--- src/rtl/i2s_mltx_pkg.sv ---
package i2s_mltx_pkg;

  localparam int unsigned SLOT_W = 32;

  typedef enum logic [1:0] {
    WL_16  = 2'd0,
    WL_24  = 2'd1,
    WL_32  = 2'd2,
    WL_32B = 2'd3
  } wlen_e;

  // Ones over the upper word-length bits of a slot.
  function automatic logic [SLOT_W-1:0] slot_mask(wlen_e wl);
    int unsigned keep;
    case (wl)
      WL_16:   keep = 16;
      WL_24:   keep = 24;
      default: keep = SLOT_W;
    endcase
    return ~((SLOT_W'(1) << (SLOT_W - keep)) - SLOT_W'(1));
  endfunction

endpackage

--- src/rtl/i2s_mltx_clkgen.sv ---
module i2s_mltx_clkgen #(
  parameter int unsigned MCLK_HALF  = 1,
  parameter int unsigned BCLK_RATIO = 8,
  parameter int unsigned SLOT_W     = 32
) (
  input  logic clk_i,
  input  logic rst_ni,
  output logic mclk_o,
  output logic bclk_o,
  output logic lrck_o,
  output logic tick_o,
  output logic frame_start_o
);
  localparam int unsigned BCLK_PERIOD = 2 * MCLK_HALF * BCLK_RATIO;
  localparam int unsigned BCLK_HALF   = BCLK_PERIOD / 2;
  localparam int unsigned FRAME_BITS  = 2 * SLOT_W;
  localparam int unsigned DIV_W       = $clog2(BCLK_PERIOD);
  localparam int unsigned POS_W       = $clog2(FRAME_BITS);
  localparam int unsigned MC_W        = $clog2(MCLK_HALF + 1);

  logic [MC_W-1:0]  mc_cnt;
  logic             mclk_q;
  logic [DIV_W-1:0] div_cnt;
  logic             bclk_q;
  logic             lrck_q;
  logic [POS_W-1:0] pos_q;
  logic [POS_W-1:0] pos_nxt;
  logic             tick;

  assign tick    = (div_cnt == DIV_W'(BCLK_PERIOD - 1));
  assign pos_nxt = (pos_q == POS_W'(FRAME_BITS - 1)) ? '0 : pos_q + 1'b1;

  always_ff @(posedge clk_i or negedge rst_ni) begin
    if (!rst_ni) begin
      mc_cnt  <= '0;
      mclk_q  <= 1'b0;
      div_cnt <= '0;
      bclk_q  <= 1'b0;
      lrck_q  <= 1'b1;
      pos_q   <= POS_W'(FRAME_BITS - 1);
    end else begin
      if (mc_cnt == MC_W'(MCLK_HALF - 1)) begin
        mc_cnt <= '0;
        mclk_q <= ~mclk_q;
      end else begin
        mc_cnt <= mc_cnt + 1'b1;
      end
      div_cnt <= tick ? '0 : div_cnt + 1'b1;
      if (div_cnt == DIV_W'(BCLK_HALF - 1)) bclk_q <= 1'b1;
      if (tick) begin
        bclk_q <= 1'b0;
        pos_q  <= pos_nxt;
        lrck_q <= (pos_nxt >= POS_W'(SLOT_W));
      end
    end
  end

  assign mclk_o        = mclk_q;
  assign bclk_o        = bclk_q;
  assign lrck_o        = lrck_q;
  assign tick_o        = tick;
  assign frame_start_o = tick && (pos_q == POS_W'(FRAME_BITS - 1));

endmodule

--- src/rtl/i2s_mltx_pack.sv ---
module i2s_mltx_pack
  import i2s_mltx_pkg::*;
#(
  parameter int unsigned NUM_LANES = 4,
  localparam int unsigned CFG_W    = (NUM_LANES > 1) ? $clog2(NUM_LANES) : 1
) (
  input  logic [2*NUM_LANES*SLOT_W-1:0]         frame_data_i,
  input  logic [CFG_W-1:0]                      ch_cfg_i,
  input  logic [1:0]                            wlen_i,
  output logic [NUM_LANES-1:0][2*SLOT_W-1:0]    lane_data_o
);
  logic [SLOT_W-1:0] mask;
  assign mask = slot_mask(wlen_e'(wlen_i));

  for (genvar l = 0; l < NUM_LANES; l++) begin : g_lane
    logic en;
    assign en = (CFG_W'(l) <= ch_cfg_i);
    assign lane_data_o[l] = en ?
      {frame_data_i[(2*l)*SLOT_W +: SLOT_W] & mask,
       frame_data_i[(2*l+1)*SLOT_W +: SLOT_W] & mask} : '0;
  end

endmodule

--- src/rtl/i2s_mltx_lane.sv ---
module i2s_mltx_lane #(
  parameter int unsigned FRAME_BITS = 64
) (
  input  logic                  clk_i,
  input  logic                  rst_ni,
  input  logic                  tick_i,
  input  logic                  load_i,
  input  logic [FRAME_BITS-1:0] load_data_i,
  output logic                  sd_o
);
  logic [FRAME_BITS-1:0] sreg;
  logic                  sd_q;

  // The bit leaving at a load is the last bit of the previous frame,
  // which gives the one-clock I2S data delay after each LRCK edge.
  always_ff @(posedge clk_i or negedge rst_ni) begin
    if (!rst_ni) begin
      sreg <= '0;
      sd_q <= 1'b0;
    end else if (tick_i) begin
      sd_q <= sreg[FRAME_BITS-1];
      sreg <= load_i ? load_data_i : {sreg[FRAME_BITS-2:0], 1'b0};
    end
  end

  assign sd_o = sd_q;

endmodule

--- src/rtl/i2s_multilane_tx.sv ---
module i2s_multilane_tx
  import i2s_mltx_pkg::*;
#(
  parameter int unsigned NUM_LANES  = 4,
  parameter int unsigned MCLK_HALF  = 1,
  parameter int unsigned BCLK_RATIO = 8,
  localparam int unsigned CFG_W     = (NUM_LANES > 1) ? $clog2(NUM_LANES) : 1,
  localparam int unsigned DATA_W    = 2 * NUM_LANES * SLOT_W
) (
  input  logic                 clk_i,
  input  logic                 rst_ni,
  input  logic                 frame_valid_i,
  output logic                 frame_ready_o,
  input  logic [DATA_W-1:0]    frame_data_i,
  input  logic [CFG_W-1:0]     ch_cfg_i,
  input  logic [1:0]           wlen_i,
  output logic                 mclk_o,
  output logic                 bclk_o,
  output logic                 lrck_o,
  output logic [NUM_LANES-1:0] sd_o,
  output logic                 underrun_o
);
  localparam int unsigned FRAME_BITS = 2 * SLOT_W;

  logic                                 tick;
  logic                                 frame_start;
  logic                                 accept;
  logic                                 underrun_q;
  logic [NUM_LANES-1:0][FRAME_BITS-1:0] packed_data;

  i2s_mltx_clkgen #(
    .MCLK_HALF (MCLK_HALF),
    .BCLK_RATIO(BCLK_RATIO),
    .SLOT_W    (SLOT_W)
  ) u_clkgen (
    .clk_i        (clk_i),
    .rst_ni       (rst_ni),
    .mclk_o       (mclk_o),
    .bclk_o       (bclk_o),
    .lrck_o       (lrck_o),
    .tick_o       (tick),
    .frame_start_o(frame_start)
  );

  i2s_mltx_pack #(
    .NUM_LANES(NUM_LANES)
  ) u_pack (
    .frame_data_i(frame_data_i),
    .ch_cfg_i    (ch_cfg_i),
    .wlen_i      (wlen_i),
    .lane_data_o (packed_data)
  );

  assign frame_ready_o = frame_start;
  assign accept        = frame_start && frame_valid_i;

  for (genvar l = 0; l < NUM_LANES; l++) begin : g_ser
    i2s_mltx_lane #(
      .FRAME_BITS(FRAME_BITS)
    ) u_lane (
      .clk_i      (clk_i),
      .rst_ni     (rst_ni),
      .tick_i     (tick),
      .load_i     (frame_start),
      .load_data_i(accept ? packed_data[l] : '0),
      .sd_o       (sd_o[l])
    );
  end

  always_ff @(posedge clk_i or negedge rst_ni) begin
    if (!rst_ni) underrun_q <= 1'b0;
    else if (frame_start && !frame_valid_i) underrun_q <= 1'b1;
  end

  assign underrun_o = underrun_q;

endmodule

--- config.mk ---
export PLATFORM = sky130hd
export DESIGN_NAME = i2s_multilane_tx
export DESIGN_NICKNAME = d
export VERILOG_FILES = /design/src/rtl/i2s_mltx_pkg.sv /design/src/rtl/i2s_mltx_clkgen.sv /design/src/rtl/i2s_mltx_pack.sv /design/src/rtl/i2s_mltx_lane.sv /design/src/rtl/i2s_multilane_tx.sv
export SDC_FILE = /design/constraint.sdc
export NUM_CORES = 1
export LEC_CHECK = 0
export BUFFER_PORTS_ARGS = -buffer_cell sky130_fd_sc_hd__buf_2
export CAP_MARGIN = 30
export CELL_PAD_IN_SITES_DETAIL_PLACEMENT = 0
export CELL_PAD_IN_SITES_GLOBAL_PLACEMENT = 1
export CORE_MARGIN = 4
export CORE_UTILIZATION = 30
export DETAILED_ROUTE_END_ITERATION = 6
export GPL_TIMING_DRIVEN = 1
export PLACE_DENSITY_LB_ADDON = 0.1
export SYNTH_ARGS = -nofsm -noshare
export SYNTH_HDL_FRONTEND = slang
export SYNTH_SLANG_ARGS = --single-unit
--- constraint.sdc ---
create_clock -name clk_i -period 6.1 [get_ports clk_i]
set_input_delay 0.61 -clock clk_i [delete_from_list [all_inputs] [get_ports clk_i]]
set_output_delay 0.61 -clock clk_i [all_outputs]
set_load 0.05 [all_outputs]
==> run_results.csv <==
group,metric,value,unit
pwr,power.switching,0.910,mW
route,post_drt_wl_per_cell,23.7,microns
sta,rsz0062_at_grt,"no",
clock_tree,clk_latency,0.53,ns
synth,seq_area_frac_synth,53.2,%
floorplan,ios,272,
clock_tree,root_buffer,"clkbuf_16",
clock_tree,numCtsBuffers,35,
sta,worst_slack,2.62,ns
pwr,peakVddDrop,125,uV
worst_setup_path,cp_max_fo,29,
worst_setup_path,cp_slowest_cell,"and4_2",
clock_tree,cts_tree,"done",
cells_and_area,multiInputGateArea,5340,sq um
worst_setup_path,endpoint_kind,"output pin",
placed_design,port_buffers,271,
worst_setup_path,reg2reg_depth,6,
pwr,p_clk_share,50.7,%
synth,avgSynthCellArea,12.2,sq um
clock_tree,htree_levels,2,
clock_tree,cts_buffer_depth,3,
floorplan,coreArea,42200,sq um
synth,synth_area_leaders,"dfrtp_1, a221o_1, and4_1, o211a_1, and2_1",
clock_tree,postCtsSetupBuffers,0,
floorplan,dieArea,46400,sq um
synth,synth_nets,1322,
synth,yosys.area.top_type_share,51.8,%
pwr,power.internal,3.16,mW
sta,fmax,288,MHz
route,drcViolationCount,0,
pwr,power_frac_seq,45.1,%
global_routing,grt.overflow.total,0,
sta,finalCritPeriodShare,57.0,%
run_status,outcome,"complete, no violations",
floorplan,start_util,30.6,%
worst_hold_path,worstHoldPathType,"input pin to asynchronous set/reset pin",
worst_setup_path,crit_start,"u_clkgen.pos_q[0]$_DFFE_PN1N_",
synth,synth_most_common_cell,"dfrtp_1",
synth,synth_area,12900,sq um
cells_and_area,regArea,6870,sq um
placed_design,place.gp.congestion,0.725,
worst_setup_path,startpoint_type,"register",
pwr,power.density,261,nW/um^2
placed_design,place_ws,2.81,ns
synth,ys_types,42,
global_routing,grt_first_pass_wirelength,66300,microns
cells_and_area,layout-drive-gt1-share,28.6,%
route,ant_nets,0,
worst_setup_path,worstPathArrival,2.87,ns
route,routed_wl,43300,microns
pwr,p_leak,7.72,nW
global_routing,grt_start_max_net_pins,102,
cells_and_area,area_growth,21.0,%
route,vias,10400,
clock_tree,cts-resized-gates,0,
pwr,p_sw_share,22.3,%
sta,fin_skew,0.0145,ns
pwr,combinationalPowerShare,4.2,%
floorplan,die_h,215,microns
sta,worstMarginPinSlew,1.01,ns
route,drt_iter0_markers,932,
global_routing,antenna_found_initial,27,
worst_setup_path,critPathMaxStageDelay,0.67,ns
synth,syn_inst,1057,
clock_tree,path_clk_slew,0.06,ns
job,maxCapViolCount,0,
worst_setup_path,cp.required,5.49,ns
route,dr.pass1.iters,7,
pwr,total_power,4.07,mW
global_routing,grt_pass1_vias,10600,
route,viasPerCell,5.68,
synth,synth_ff_type,"dfrtp_1",
cells_and_area,fin_nets,1516,
synth,synth_commonest_cells,"dfrtp_1, a221o_1, and4_1, o211a_1, clkbuf_1",
cells_and_area,num-fill-cells,4221,
placed_design,dp_hpwl,26800,microns
floorplan,die_w,215,microns
sta,hold_violations,0,
sta,setup_violations,0,
synth,synth_edf_count,0,
worst_setup_path,critPathKind,"register to output pin",
synth,yosysTopAreaCell,"dfrtp_1",
sta,relSlewSlack,31.9,%
global_routing,grt_util_all_layers,18.0,%
floorplan,rows,75,
sta,slew_viol_final,0,
worst_setup_path,r2r-start,"u_clkgen.div_cnt[0]$_DFF_PN0_",
sta,fin_crit,3.48,ns
clock_tree,ctsHoldBuffers,0,
synth,ys_ff_latch,274,
clock_tree,cts.sinks,274,
synth,async_reset_ff_share,100,%
sta,timing.setup.tns,0,ns
synth,yosysWarningCount,0,
worst_setup_path,crit_path_cell_trace,"ha_1, and4_2, nand2_1, inv_1, buf_2",
through the flow:
step	area [sq um]	util [%]	cells	hold WS [ns]
2_1_floorplan	12900	-	1057	0.314
4_1_cts	15600	36.9	1813	0.0459
3_5_place_dp	14500	34.2	1753	0.403
5_1_grt	15600	37.0	1821	0.0641
6_report	15600	37.0	1826	0.0177
3_3_place_gp	14400	34.1	1750	0.402
worst paths after layout:
check                                                        to  slack, ns
setup / recovery                                  frame_ready_o       2.62
hold / removal             g_ser[2].u_lane.sreg[29]$_DFFE_PN0N_       0.02
max in group asynchronous   g_ser[0].u_lane.sreg[7]$_DFFE_PN0N_       4.83
setup reg to reg           g_ser[3].u_lane.sreg[31]$_DFFE_PN0N_       2.83
min in group clk_i         g_ser[2].u_lane.sreg[21]$_DFFE_PN0N_       0.30
hold reg to reg                       u_clkgen.mclk_o$_DFF_PN0_       0.41
power by group through the flow:
stage	combinational, mW	sequential, mW	clock [mW]
CTS	0.175	1.84	2.14
global placement	0.174	1.87	0
detailed placement	0.174	1.87	0
global route	0.189	1.84	2.21
floorplan	0.0259	1.87	0
finish	0.169	1.84	2.06
cell usage in the layout, fill, tap and decap left out, drive strengths merged, types with 2 or more instances in the layout:
| cell | n |
|---|---|
| o21ai | 37 |
| nand2 | 24 |
| buf | 291 |
| diode | 13 |
| inv | 3 |
| clkbuf | 55 |
| a31oi | 33 |
| or3 | 2 |
| nand4 | 34 |
| and2 | 64 |
| dfstp | 7 |
| nand3 | 5 |
| and4 | 96 |
| nor2 | 35 |
| a32o | 2 |
| o211a | 65 |
| a21oi | 3 |
| a221o | 220 |
| clkinv | 4 |
| xnor2 | 2 |
| ha | 2 |
| nor4 | 5 |
| dfrtp | 267 |
| o31ai | 2 |
| and3 | 4 |
registers in the layout, summed over array words and instances, names as in the netlist:
register,flops
u_clkgen.mclk_o,1
g_ser.u_lane.sreg,256
g_ser.u_lane.sd_o,4
u_clkgen.bclk_o,1
u_clkgen.pos_q,6
u_clkgen.div_cnt,4
underrun_o,1
u_clkgen.lrck_o,1
kinds of logic (layout without fill, tap and decap cells):
family,after synthesis,in the layout,share of synthesized area [%]
mux,1,1,0.0873
buf+inv,137,354,5.58
xor+xnor,3,3,0.204
other cells,0,13,0
fa+ha+maj,2,2,0.194
compound gates,370,370,26.2
flops,274,274,53.2
simple gates,270,270,14.5
final cells by class:
type                       instances  area share, %
timing repair buffer             291           9.99
antenna                           13          0.208
multi-input combinational        646           34.2
clock buffer                      55           6.94
sequential                       274           44.0
inverter                           3         0.0721
clock inverter                     5          0.320
tap                              539           4.32
worst max-delay path, delay by kind of cell, from the launching register on:
kind | cells | cell delay (ns)
simple gates | 2 | 0.90
flops | 1 | 0.56
buf+inv | 2 | 0.47
fa+ha+maj | 1 | 0.40
per-layer routing:
metal | track usage (%) | routed length, microns
met1 | 25.7 | 19900
met4 | 5.73 | 856
met5 | 0 | 175
met3 | 5.63 | 3140
met2 | 26.1 | 19300
(Power assumes the default switching activity.)
